File: config.mk
export PLATFORM = sky130hd
export DESIGN_NAME = ir_carrier_mod
export DESIGN_NICKNAME = d
export VERILOG_FILES = /design/src/rtl/ir_cm_pkg.sv /design/src/rtl/ir_cm_regs.sv /design/src/rtl/ir_cm_prescaler.sv /design/src/rtl/ir_cm_modulator.sv /design/src/rtl/ir_cm_carrier.sv /design/src/rtl/ir_carrier_mod.sv
export SDC_FILE = /design/constraint.sdc
export NUM_CORES = 1
export LEC_CHECK = 0
export ABC_AREA = 1
export BUFFER_PORTS_ARGS = -buffer_cell sky130_fd_sc_hd__buf_2
export CAP_MARGIN = 25
export CORE_UTILIZATION = 65
export CTS_CLUSTER_DIAMETER = 30
export DETAILED_ROUTE_END_ITERATION = 12
export GPL_TIMING_DRIVEN = 1
export HOLD_SLACK_MARGIN = 0.1
export PLACE_DENSITY = 0.9
export SYNTH_ARGS = -nofsm -noshare
export SYNTH_HDL_FRONTEND = slang
export SYNTH_SLANG_ARGS = --single-unit
File: constraint.sdc
create_clock -name clk -period 5.95 [get_ports clk]
set_input_delay 0.595 -clock clk [delete_from_list [all_inputs] [get_ports clk]]
set_output_delay 0.595 -clock clk [all_outputs]
set_load 0.01 [all_outputs]
File: src/rtl/ir_cm_pkg.sv
`timescale 1ns/1ps
package ir_cm_pkg;
  typedef enum logic [1:0] {
    MODE_TIME   = 2'd0,
    MODE_BASE   = 2'd1,
    MODE_FSK    = 2'd2,
    MODE_DIRECT = 2'd3
  } mode_e;

  localparam int ADDR_W = 4;
  localparam int NPAIR  = 2;
  localparam int CTRL_W = 7;

  localparam logic [ADDR_W-1:0] A_CTRL  = 4'd0;
  localparam logic [ADDR_W-1:0] A_DIV   = 4'd1;
  localparam logic [ADDR_W-1:0] A_CHI0  = 4'd2;
  localparam logic [ADDR_W-1:0] A_MARK  = 4'd6;
  localparam logic [ADDR_W-1:0] A_SPACE = 4'd7;
  localparam logic [ADDR_W-1:0] A_STAT  = 4'd8;

  localparam int B_RUN   = 2;
  localparam int B_OUTEN = 3;
  localparam int B_EXT   = 4;
  localparam int B_LVL   = 5;
  localparam int B_IRQEN = 6;
endpackage

File: src/rtl/ir_cm_regs.sv
`timescale 1ns/1ps
module ir_cm_regs
  import ir_cm_pkg::*;
#(
  parameter int PRE_W  = 8,
  parameter int CAR_W  = 8,
  parameter int MOD_W  = 16,
  parameter int DATA_W = 16
) (
  input  logic                clk,
  input  logic                rst_n,
  input  logic                wr_en,
  input  logic [ADDR_W-1:0]   wr_addr,
  input  logic [DATA_W-1:0]   wr_data,
  input  logic [ADDR_W-1:0]   rd_addr,
  output logic [DATA_W-1:0]   rd_data,
  input  logic                eoc,
  output mode_e               mode,
  output logic                run,
  output logic                start,
  output logic                out_en,
  output logic                ext_req,
  output logic                dir_lvl,
  output logic                irq_en,
  output logic                irq_pend,
  output logic [PRE_W-1:0]    div_val,
  output logic [CAR_W-1:0]    car_hi [NPAIR],
  output logic [CAR_W-1:0]    car_lo [NPAIR],
  output logic [MOD_W-1:0]    mark_val,
  output logic [MOD_W-1:0]    space_val
);
  logic [CTRL_W-1:0] ctrl_q;
  logic [PRE_W-1:0]  div_q;
  logic [MOD_W-1:0]  mark_q, space_q;
  logic              pend_q, pend_d;
  logic              we_ctrl, we_div, we_mark, we_space, clr_pend;

  assign we_ctrl  = wr_en && (wr_addr == A_CTRL);
  assign we_div   = wr_en && (wr_addr == A_DIV);
  assign we_mark  = wr_en && (wr_addr == A_MARK);
  assign we_space = wr_en && (wr_addr == A_SPACE);
  assign clr_pend = wr_en && (wr_addr == A_STAT) && wr_data[0];

  always_ff @(posedge clk or negedge rst_n) begin
    if (!rst_n) ctrl_q <= '0;
    else if (we_ctrl) ctrl_q <= wr_data[CTRL_W-1:0];
  end

  always_ff @(posedge clk or negedge rst_n) begin
    if (!rst_n) div_q <= '0;
    else if (we_div) div_q <= wr_data[PRE_W-1:0];
  end

  always_ff @(posedge clk or negedge rst_n) begin
    if (!rst_n) mark_q <= '0;
    else if (we_mark) mark_q <= wr_data[MOD_W-1:0];
  end

  always_ff @(posedge clk or negedge rst_n) begin
    if (!rst_n) space_q <= '0;
    else if (we_space) space_q <= wr_data[MOD_W-1:0];
  end

  // set wins over clear
  always_comb begin
    pend_d = pend_q;
    if (clr_pend) pend_d = 1'b0;
    if (eoc)      pend_d = 1'b1;
  end

  always_ff @(posedge clk or negedge rst_n) begin
    if (!rst_n) pend_q <= 1'b0;
    else        pend_q <= pend_d;
  end

  for (genvar p = 0; p < NPAIR; p++) begin : g_pair
    localparam logic [ADDR_W-1:0] AHI = ADDR_W'(A_CHI0 + 2*p);
    localparam logic [ADDR_W-1:0] ALO = ADDR_W'(A_CHI0 + 2*p + 1);
    logic [CAR_W-1:0] hi_q, lo_q;
    always_ff @(posedge clk or negedge rst_n) begin
      if (!rst_n) hi_q <= '0;
      else if (wr_en && (wr_addr == AHI)) hi_q <= wr_data[CAR_W-1:0];
    end
    always_ff @(posedge clk or negedge rst_n) begin
      if (!rst_n) lo_q <= '0;
      else if (wr_en && (wr_addr == ALO)) lo_q <= wr_data[CAR_W-1:0];
    end
    assign car_hi[p] = hi_q;
    assign car_lo[p] = lo_q;
  end

  always_comb begin
    rd_data = '0;
    case (rd_addr)
      A_CTRL:  rd_data[CTRL_W-1:0] = ctrl_q;
      A_DIV:   rd_data[PRE_W-1:0]  = div_q;
      A_MARK:  rd_data[MOD_W-1:0]  = mark_q;
      A_SPACE: rd_data[MOD_W-1:0]  = space_q;
      A_STAT:  rd_data[0]          = pend_q;
      default: begin
        for (int p = 0; p < NPAIR; p++) begin
          if (rd_addr == ADDR_W'(A_CHI0 + 2*p))     rd_data[CAR_W-1:0] = car_hi[p];
          if (rd_addr == ADDR_W'(A_CHI0 + 2*p + 1)) rd_data[CAR_W-1:0] = car_lo[p];
        end
      end
    endcase
  end

  assign mode      = mode_e'(ctrl_q[1:0]);
  assign run       = ctrl_q[B_RUN];
  assign start     = we_ctrl && wr_data[B_RUN] && !ctrl_q[B_RUN];
  assign out_en    = ctrl_q[B_OUTEN];
  assign ext_req   = ctrl_q[B_EXT];
  assign dir_lvl   = ctrl_q[B_LVL];
  assign irq_en    = ctrl_q[B_IRQEN];
  assign irq_pend  = pend_q;
  assign div_val   = div_q;
  assign mark_val  = mark_q;
  assign space_val = space_q;
endmodule

File: src/rtl/ir_cm_prescaler.sv
`timescale 1ns/1ps
module ir_cm_prescaler #(
  parameter int PRE_W = 8
) (
  input  logic             clk,
  input  logic             rst_n,
  input  logic             run,
  input  logic             start,
  input  logic [PRE_W-1:0] div_val,
  output logic             tick
);
  logic [PRE_W-1:0] cnt_q, cnt_d;

  // >= keeps a lowered divider from wrapping the count
  assign tick = run && (cnt_q >= div_val);

  always_comb begin
    cnt_d = cnt_q;
    if (start)     cnt_d = '0;
    else if (!run) cnt_d = '0;
    else if (tick) cnt_d = '0;
    else           cnt_d = cnt_q + 1'b1;
  end

  always_ff @(posedge clk or negedge rst_n) begin
    if (!rst_n) cnt_q <= '0;
    else        cnt_q <= cnt_d;
  end
endmodule

File: src/rtl/ir_cm_modulator.sv
`timescale 1ns/1ps
module ir_cm_modulator
  import ir_cm_pkg::*;
#(
  parameter int MOD_W = 16
) (
  input  logic             clk,
  input  logic             rst_n,
  input  logic             run,
  input  logic             start,
  input  logic             tick,
  input  mode_e            mode,
  input  logic             ext_req,
  input  logic [MOD_W-1:0] mark_val,
  input  logic [MOD_W-1:0] space_val,
  output logic             in_mark,
  output logic             ext_hold,
  output logic             eoc,
  output logic             restart,
  output logic             sel_now,
  output logic             sel_next
);
  logic             mark_q, mark_d;
  logic [MOD_W-1:0] cnt_q, cnt_d;
  logic [MOD_W-1:0] sp_q, sp_d;
  logic             fsk_q, fsk_d;
  logic             ext_q, ext_d;
  logic             last, to_space;

  assign last     = run && tick && (cnt_q == '0);
  assign eoc      = last && (!mark_q || (sp_q == '0));
  assign to_space = last && mark_q && (sp_q != '0);
  assign restart  = start || eoc;

  always_comb begin
    mark_d = mark_q;
    cnt_d  = cnt_q;
    sp_d   = sp_q;
    fsk_d  = fsk_q;
    ext_d  = ext_q;
    if (start) begin
      mark_d = 1'b1;
      cnt_d  = mark_val;
      sp_d   = space_val;
      fsk_d  = 1'b0;
      ext_d  = ext_req;
    end else if (eoc) begin
      mark_d = 1'b1;
      cnt_d  = mark_val;
      sp_d   = space_val;
      fsk_d  = (mode == MODE_FSK) ? !fsk_q : 1'b0;
      ext_d  = ext_req;
    end else if (to_space) begin
      mark_d = 1'b0;
      cnt_d  = sp_q - 1'b1;
    end else if (run && tick) begin
      cnt_d  = cnt_q - 1'b1;
    end
  end

  always_ff @(posedge clk or negedge rst_n) begin
    if (!rst_n) begin
      mark_q <= 1'b0;
      cnt_q  <= '0;
      sp_q   <= '0;
      fsk_q  <= 1'b0;
      ext_q  <= 1'b0;
    end else begin
      mark_q <= mark_d;
      cnt_q  <= cnt_d;
      sp_q   <= sp_d;
      fsk_q  <= fsk_d;
      ext_q  <= ext_d;
    end
  end

  assign in_mark  = mark_q;
  assign ext_hold = ext_q;
  assign sel_now  = fsk_q;
  assign sel_next = fsk_d;
endmodule

File: src/rtl/ir_cm_carrier.sv
`timescale 1ns/1ps
module ir_cm_carrier
  import ir_cm_pkg::*;
#(
  parameter int CAR_W = 8
) (
  input  logic             clk,
  input  logic             rst_n,
  input  logic             run,
  input  logic             tick,
  input  logic             restart,
  input  logic             sel_now,
  input  logic             sel_next,
  input  logic [CAR_W-1:0] car_hi [NPAIR],
  input  logic [CAR_W-1:0] car_lo [NPAIR],
  output logic             carrier
);
  logic             hi_q, hi_d;
  logic [CAR_W-1:0] cnt_q, cnt_d;

  always_comb begin
    hi_d  = hi_q;
    cnt_d = cnt_q;
    if (restart) begin
      hi_d  = 1'b1;
      cnt_d = car_hi[sel_next];
    end else if (run && tick) begin
      if (cnt_q == '0) begin
        hi_d  = !hi_q;
        cnt_d = hi_q ? car_lo[sel_now] : car_hi[sel_now];
      end else begin
        cnt_d = cnt_q - 1'b1;
      end
    end
  end

  always_ff @(posedge clk or negedge rst_n) begin
    if (!rst_n) begin
      hi_q  <= 1'b0;
      cnt_q <= '0;
    end else begin
      hi_q  <= hi_d;
      cnt_q <= cnt_d;
    end
  end

  assign carrier = hi_q;
endmodule

File: src/rtl/ir_carrier_mod.sv
`timescale 1ns/1ps
module ir_carrier_mod
  import ir_cm_pkg::*;
#(
  parameter int PRE_W  = 8,
  parameter int CAR_W  = 8,
  parameter int MOD_W  = 16,
  parameter int DATA_W = 16
) (
  input  logic              clk,
  input  logic              rst_n,
  input  logic              wr_en,
  input  logic [3:0]        wr_addr,
  input  logic [DATA_W-1:0] wr_data,
  input  logic [3:0]        rd_addr,
  output logic [DATA_W-1:0] rd_data,
  output logic              ir_out,
  output logic              irq
);
  logic [1:0]       rs_q;
  logic             rst_sync_n;
  mode_e            mode;
  logic             run, start, out_en, ext_req, dir_lvl, irq_en, irq_pend;
  logic [PRE_W-1:0] div_val;
  logic [CAR_W-1:0] car_hi [NPAIR];
  logic [CAR_W-1:0] car_lo [NPAIR];
  logic [MOD_W-1:0] mark_val, space_val;
  logic             tick, in_mark, ext_hold, eoc, restart, sel_now, sel_next;
  logic             carrier, env, out_d, out_q;

  // asynchronous assert, synchronous release
  always_ff @(posedge clk or negedge rst_n) begin
    if (!rst_n) rs_q <= 2'b00;
    else        rs_q <= {rs_q[0], 1'b1};
  end
  assign rst_sync_n = rs_q[1];

  ir_cm_regs #(.PRE_W(PRE_W), .CAR_W(CAR_W), .MOD_W(MOD_W), .DATA_W(DATA_W)) u_regs (
    .clk(clk), .rst_n(rst_sync_n), .wr_en(wr_en), .wr_addr(wr_addr),
    .wr_data(wr_data), .rd_addr(rd_addr), .rd_data(rd_data), .eoc(eoc),
    .mode(mode), .run(run), .start(start), .out_en(out_en), .ext_req(ext_req),
    .dir_lvl(dir_lvl), .irq_en(irq_en), .irq_pend(irq_pend), .div_val(div_val),
    .car_hi(car_hi), .car_lo(car_lo), .mark_val(mark_val), .space_val(space_val)
  );

  ir_cm_prescaler #(.PRE_W(PRE_W)) u_pre (
    .clk(clk), .rst_n(rst_sync_n), .run(run), .start(start),
    .div_val(div_val), .tick(tick)
  );

  ir_cm_modulator #(.MOD_W(MOD_W)) u_mod (
    .clk(clk), .rst_n(rst_sync_n), .run(run), .start(start), .tick(tick),
    .mode(mode), .ext_req(ext_req), .mark_val(mark_val), .space_val(space_val),
    .in_mark(in_mark), .ext_hold(ext_hold), .eoc(eoc), .restart(restart),
    .sel_now(sel_now), .sel_next(sel_next)
  );

  ir_cm_carrier #(.CAR_W(CAR_W)) u_car (
    .clk(clk), .rst_n(rst_sync_n), .run(run), .tick(tick), .restart(restart),
    .sel_now(sel_now), .sel_next(sel_next), .car_hi(car_hi), .car_lo(car_lo),
    .carrier(carrier)
  );

  assign env = in_mark && !ext_hold;

  always_comb begin
    out_d = 1'b0;
    case (mode)
      MODE_DIRECT: out_d = dir_lvl;
      MODE_BASE:   out_d = run && env;
      default:     out_d = run && env && carrier;
    endcase
    if (!out_en) out_d = 1'b0;
  end

  always_ff @(posedge clk or negedge rst_sync_n) begin
    if (!rst_sync_n) out_q <= 1'b0;
    else             out_q <= out_d;
  end

  assign ir_out = out_q;
  assign irq    = irq_pend && irq_en;
endmodule

# Yosys cells after proc, flatten, opt, wreduce, memory -nomap -nowiden
# Cells that the tools add are included.
# totals
out_inout_bits,18
word_cells,135
reg_bits,135
# classes
magnitude_cmp,3
n_addsub,4
muxes,45
bitwise,2
n_eq_ne,19
n_reduce_logical,43
# ops
cell,count
$mux W8,20
$mux W16,6
$eq A4 B3 Y1 const B,8
$logic_not A16 Y1,2
$sub A16 B1 Y16 const B,2
$pmux W6 S5,1
$logic_and A1 B1 Y1,22
$eq A4 B2 Y1 const B,4
$pmux W8 S2,1
$reduce_bool A16 Y1,1
$mux W1,14
$add A8 B1 Y8 const B,1
$eq A4 B1 Y1 const B,2
$eq A4 B4 Y1 const B,2
$ge A8 B8 Y1,1
$logic_not A4 Y1,2
$logic_not A8 Y1,1
$reduce_bool A2 Y1,4
$sub A8 B1 Y8 const B,1
$logic_not A1 Y1,5
$pmux W1 S5,1
$eq A2 B2 Y1 const B,2
$ge A2 B2 Y1 const B,2
$not A1 Y2,2
other kinds (8),9

# Depth between registers and ports, before layout
# depth
depth_word,12
mapped_depth,21
mapped_depth_nobuf,21

# Cells and area by module
# A second synthesis with hierarchy kept.
# hier_totals
cells_unflattened,1078
area_unflattened_um2,7838.8
# modules_own_cells
mod,seq_area_each_um2,area_per_inst_um2,instances,cells_per_inst
ir_cm_regs,2001.9,3671.0,1,450
ir_cm_modulator,875.8,2316.0,1,337
ir_cm_carrier,225.2,1039.7,1,185
ir_cm_prescaler,200.2,673.1,1,88
ir_carrier_mod,75.1,138.9,1,18

# Least setup slack after synthesis
# Ideal clock, no wire load.
# synth_timing
path_type,register -> register
from,"register u_regs.div_q[7], in the netlist u_regs.div_val[7]"
to,register u_mod.cnt_q[10]
path_buffers,0
required_time_ns,5.833
t_arrival_ns,2.285
setup_slack_ns,3.548
synth_period_minus_slack_ns,2.402
setup_ns,0.117
stages_incl_launch_ff,17
cell_sequence,dfrtp_1 > inv_1 > ha_1 > a21o_1 > nor2_2 > nand2_1 > nand4_2 > nand2_1 > nand2_1 > ha_1 > nand3_1 > nor2_4 > nand2_1 > o21ai_1 > nand2_1 > nand2_1 > nand2_1
# synth_between
elab_chain_len,9
word_cells_on_any_way,11
cone_classes,order compare: 1; mux: 3; reduce/logical: 7
# synth_lines
element,line_no,rtl
from (decl),ir_cm_regs.sv:33,logic [PRE_W-1:0] div_q;
from (signal assigned),ir_cm_regs.sv:51,else if (we_div) div_q <= wr_data[PRE_W-1:0];
$ge A8 B8 Y1 *,ir_cm_prescaler.sv:15,assign tick = run && (cnt_q >= div_val);
$logic_and A1 B1 Y1 *,ir_cm_prescaler.sv:15,
$logic_and A1 B1 Y1 *,"ir_cm_modulator.sv:30, ir_cm_modulator.sv:56",
$logic_and A1 B1 Y1,ir_cm_modulator.sv:30,assign last = run && tick && (cnt_q == '0);
$logic_and A1 B1 Y1 (2 in a row),ir_cm_modulator.sv:32,assign to_space = last && mark_q && (sp_q != '0);
$mux W16,ir_cm_modulator.sv:53,end else if (to_space) begin
$mux W16,ir_cm_modulator.sv:47,end else if (eoc) begin
$mux W16,ir_cm_modulator.sv:41,if (start) begin
to (signal assigned),ir_cm_modulator.sv:70,cnt_q <= cnt_d;
to (decl),ir_cm_modulator.sv:24,"logic [MOD_W-1:0] cnt_q, cnt_d;"
# Mark *: on every way between the ends. The rest lies on a longest branch, timed or not.
# A chain may end at the register's enable or synchronous reset.

# Worst setup path after layout
# layout_timing
from,register u_pre.cnt_q[3]
to,register u_mod.cnt_q[0]
# layout_between
elab_chain_len,9
word_cells_on_any_way,11
cone_classes,order compare: 1; mux: 3; reduce/logical: 7
# layout_lines
element,line_no,rtl
from (decl),ir_cm_prescaler.sv:12,"logic [PRE_W-1:0] cnt_q, cnt_d;"
from (signal assigned),ir_cm_prescaler.sv:27,else cnt_q <= cnt_d;
$ge A8 B8 Y1 *,ir_cm_prescaler.sv:15,
$logic_and A1 B1 Y1 *,ir_cm_prescaler.sv:15,
$logic_and A1 B1 Y1 *,"ir_cm_modulator.sv:30, ir_cm_modulator.sv:56",
$logic_and A1 B1 Y1,ir_cm_modulator.sv:30,
$logic_and A1 B1 Y1 (2 in a row),ir_cm_modulator.sv:32,
$mux W16,ir_cm_modulator.sv:53,
$mux W16,ir_cm_modulator.sv:47,
$mux W16,ir_cm_modulator.sv:41,
# Marks and branches as above.

==> flow_summary.toml <==
[finish]
areaGrowthSynthToFinish_pct = 12.02
fillers = 718
stdcell_count = 1184
layout_commonest_cell = "nand2_1"
final_cell_mix = "nand2_1, o21ai_0, dfrtp_1"
final_nets = 1071
antennaDiodeCount = 0
drive_gt1_share_pct = 10.25

[status]
status = "finished, final reports clean"

[synth]
ys_ff_latch = 135
synth_top_area_share_pct = 45.57
synthSimpleGateAreaFrac_pct = 25.86
synth_area_sq_um = 7413
synth.distinct_cells = 39
synth_fa_ha_area_share_pct = 2.025
muxShareOfSynthArea_pct = 0
ys_seq_area_share_pct = 45.57
ys_dominant_reg_cell = "dfrtp_1"
syn_nets = 1039
synth-async-reset-ratio_pct = 100.0
synth.largest_area_cell = "dfrtp_1"
syn_avg_cell_area_sq_um = 7.413
synth_xor_area_share_pct = 1.063
synthTopCellsByArea = "dfrtp_1, nand2_1, o21ai_0"
synth_compound_area_share_pct = 16.88
synthCells = 1000
synth_top_family_by_area = "simple AND/OR/NAND/NOR gates"
synth_edf_count = 0
yosysWarnings = 0

[global_route]
grt_max_degree = 80
grt_pass1_vias = 6811
grt_pass1_wl_mm = 33.91
overflow = 0
antenna_found_initial = 0
track_usage_pct = 38.48

[die]
rows = 38
start_util_pct = 67.50
die-area_sq_um = 11840
die_w_um = 108.8
core_area_sq_um = 10980
dieHeight_um = 108.8
ios = 45

[clock_network]
ctsLongestPathBuffers = 2
cts_tree = "done"
numClockSinks = 135
clock_latency_ps = 430
cts_resized = 0
numCtsBuffers = 17
cts.clk_slew.worst_paths_ps = 60
cts-root-buf = "clkbuf_16"
h-tree-depth = 4
cts_setup_buffers = 0

[drt]
drc = 0
dr.pass1.iters = 6
vias_per_cell = 6.251
wl_per_cell_um = 18.01
drtIter0Drc = 927
postRouteAntennaNets = 0
wirelength_mm = 21.32
routed-via-count = 7401

[job]
drv_cap = 0

[critical_path]
crit_path_top_delay_cell = "nand2_2"
crit_chain = "ha_1 > nand2_1 > nor2_1 > nor2_1 > nand2_1 > nand2_2 > a21oi_4 > nand2_1 > nor2_2 > inv_2 > nand2_2 > inv_2 > o21ai_0 > a21oi_1 > a21oi_1"
critPathLaunchType = "register"
cp.required_ps = 6300
ff2ff_path_depth = 15
worstPathArrival_ps = 4350
criticalPathCategory = "reg2reg"
cp_common_cell = "nand2_1"
cp_max_fo = 49
crit_path_end_kind = "register"
reg2reg_from = "u_pre.cnt_q[3]"
cpPeakStageDelay_ps = 610
startpoint = "u_pre.cnt_q[3]"

[worst_hold_path]
hold_path.class = "reg2async"

[sta]
fin_crit_sh_pct = 67.20
setup_viol = 0
fmax_mhz = 250.1
worstMarginPinSlew_ps = 1056
finalHoldViolCount = 0
drv_slew = 0
finClkSkew_ps = 6.116
setup-tns-final_ps = 0
timing.final.ws_setup_ps = 1952
slew_headroom_pct = 29.42
post-route-min-period_ps = 3998
rsz0062_at_grt = "no"

[power_and_ir_drop]
power.leakage_nw = 4.194
power_frac_comb_pct = 33.8
pwr-share-clk_pct = 28.9
power.switching_mw = 1.441
pwr-share-seq_pct = 37.4
irDropWorstVdd_v = 0.0002778
power_density_nw_per_um2 = 439.5
switching_share_pct = 39.47
p_int_mw = 2.209

[placement]
place.gp.congestion = 0.9736
pre_cts_ws_ps = 2215
portBuffers = 44
dp_cells = 1150
hpwl_mm = 13.88
power by group through the flow:
stage               clock [mW]  combinational (mW)  sequential, mW
floorplan                    0               0.939            1.30
global placement             0                1.12            1.36
detailed placement           0                1.17            1.37
CTS                       1.05                1.19            1.36
global route              1.09                1.39            1.38
finish                    1.05                1.23            1.36
layer usage:
metal	vias up	part of all wire, %	global-route usage [%]
met1	3438	39	53.89
met3	81	12	8.966
li1	3336	-	-
met4	0	3.9	18.63
met5	-	0	0
met2	546	45	56.69
per-stage QoR:
stage	hold WS, ps	utilization [%]	cell area (sq um)	power [mW]
finish	128.2	75.61	8304	3.650
CTS	363.9	75.29	8269	3.600
global route	137.3	75.61	8304	3.861
detailed placement	341.7	69.80	7666	2.533
global placement	342.4	69.73	7659	2.482
floorplan	299.4	-	7413	2.236
logic make-up after synthesis:
family	Yosys count
AOI/OAI and AO/OA	233
xor gates and xnor gates	9
adders and majority gates	12
buffers and inverters	161
DFF	135
other	1
and+or+nand+nor	449
flip-flops by register name (all words and copies together) (netlist names):
name                cells
u_mod.cnt_q            16
u_regs.mark_val        16
u_mod.sp_q             16
u_car.cnt_q             8
u_mod.sel_now           1
u_mod.ext_hold          1
u_mod.in_mark           1
u_regs.irq_pend         1
rs_q                    2
u_regs.g_pair.hi_q     16
u_regs.div_val          8
u_regs.space_val       16
u_pre.cnt_q             8
ir_out                  1
u_regs.ctrl_q           7
u_car.carrier           1
u_regs.g_pair.lo_q     16
path summary, 6_finish.rpt:
| check | endpoint | slack [ps] |
|---|---|---|
| hold / removal | u_regs.g_pair[1].hi_q[6] | 130 |
| setup / recovery | u_mod.cnt_q[0] | 1950 |
| hold reg to reg | u_regs.g_pair[1].hi_q[6] | 130 |
| max in group asynchronous | u_mod.sp_q[8] | 4500 |
| min in group clk | rs_q[1] | 360 |
| setup reg to reg | u_mod.cnt_q[0] | 1950 |
critical path, delay by kind of cell (launching register included):
| family | cells | cell delay [ps] |
|---|---|---|
| and+or+nand+nor | 8 | 1450 |
| buffers and inverters | 2 | 570 |
| adders and majority gates | 1 | 330 |
| DFF | 1 | 430 |
| AOI/OAI and AO/OA | 4 | 1090 |
cells in the mapped netlist (4+ instances only):
| cell type | count |
|---|---|
| nand4_1 | 27 |
| nor2_2 | 4 |
| xor2_1 | 6 |
| a21oi_1 | 35 |
| o21ai_1 | 28 |
| inv_1 | 113 |
| nor3_2 | 4 |
| nand3_1 | 49 |
| nor2_1 | 86 |
| nor3_1 | 5 |
| a221oi_1 | 8 |
| ha_1 | 12 |
| buf_2 | 9 |
| dfrtp_1 | 135 |
| a31oi_1 | 5 |
| inv_2 | 8 |
| o21ai_0 | 138 |
| o22ai_1 | 10 |
| clkbuf_1 | 24 |
| nand2_1 | 262 |
area by class of cell:
class,instances,area [sq um],share of cell area (%)
Clock inverter,8,95.09,1.145
Clock buffer,23,498.0,5.997
Multi-Input combinational cell,704,3401,40.95
Sequential cell,135,3382,40.73
Timing Repair Buffer,50,287.8,3.465
Tap cell,140,175.2,2.109
Inverter,124,465.4,5.605
what timing repair did:
item / in CTS / in global routing
setup endpoints to repair: 0 / 0
hold endpoints to repair: 2 / 0
hold buffers: 1 / 0
Power figures use the tool's default switching activity.
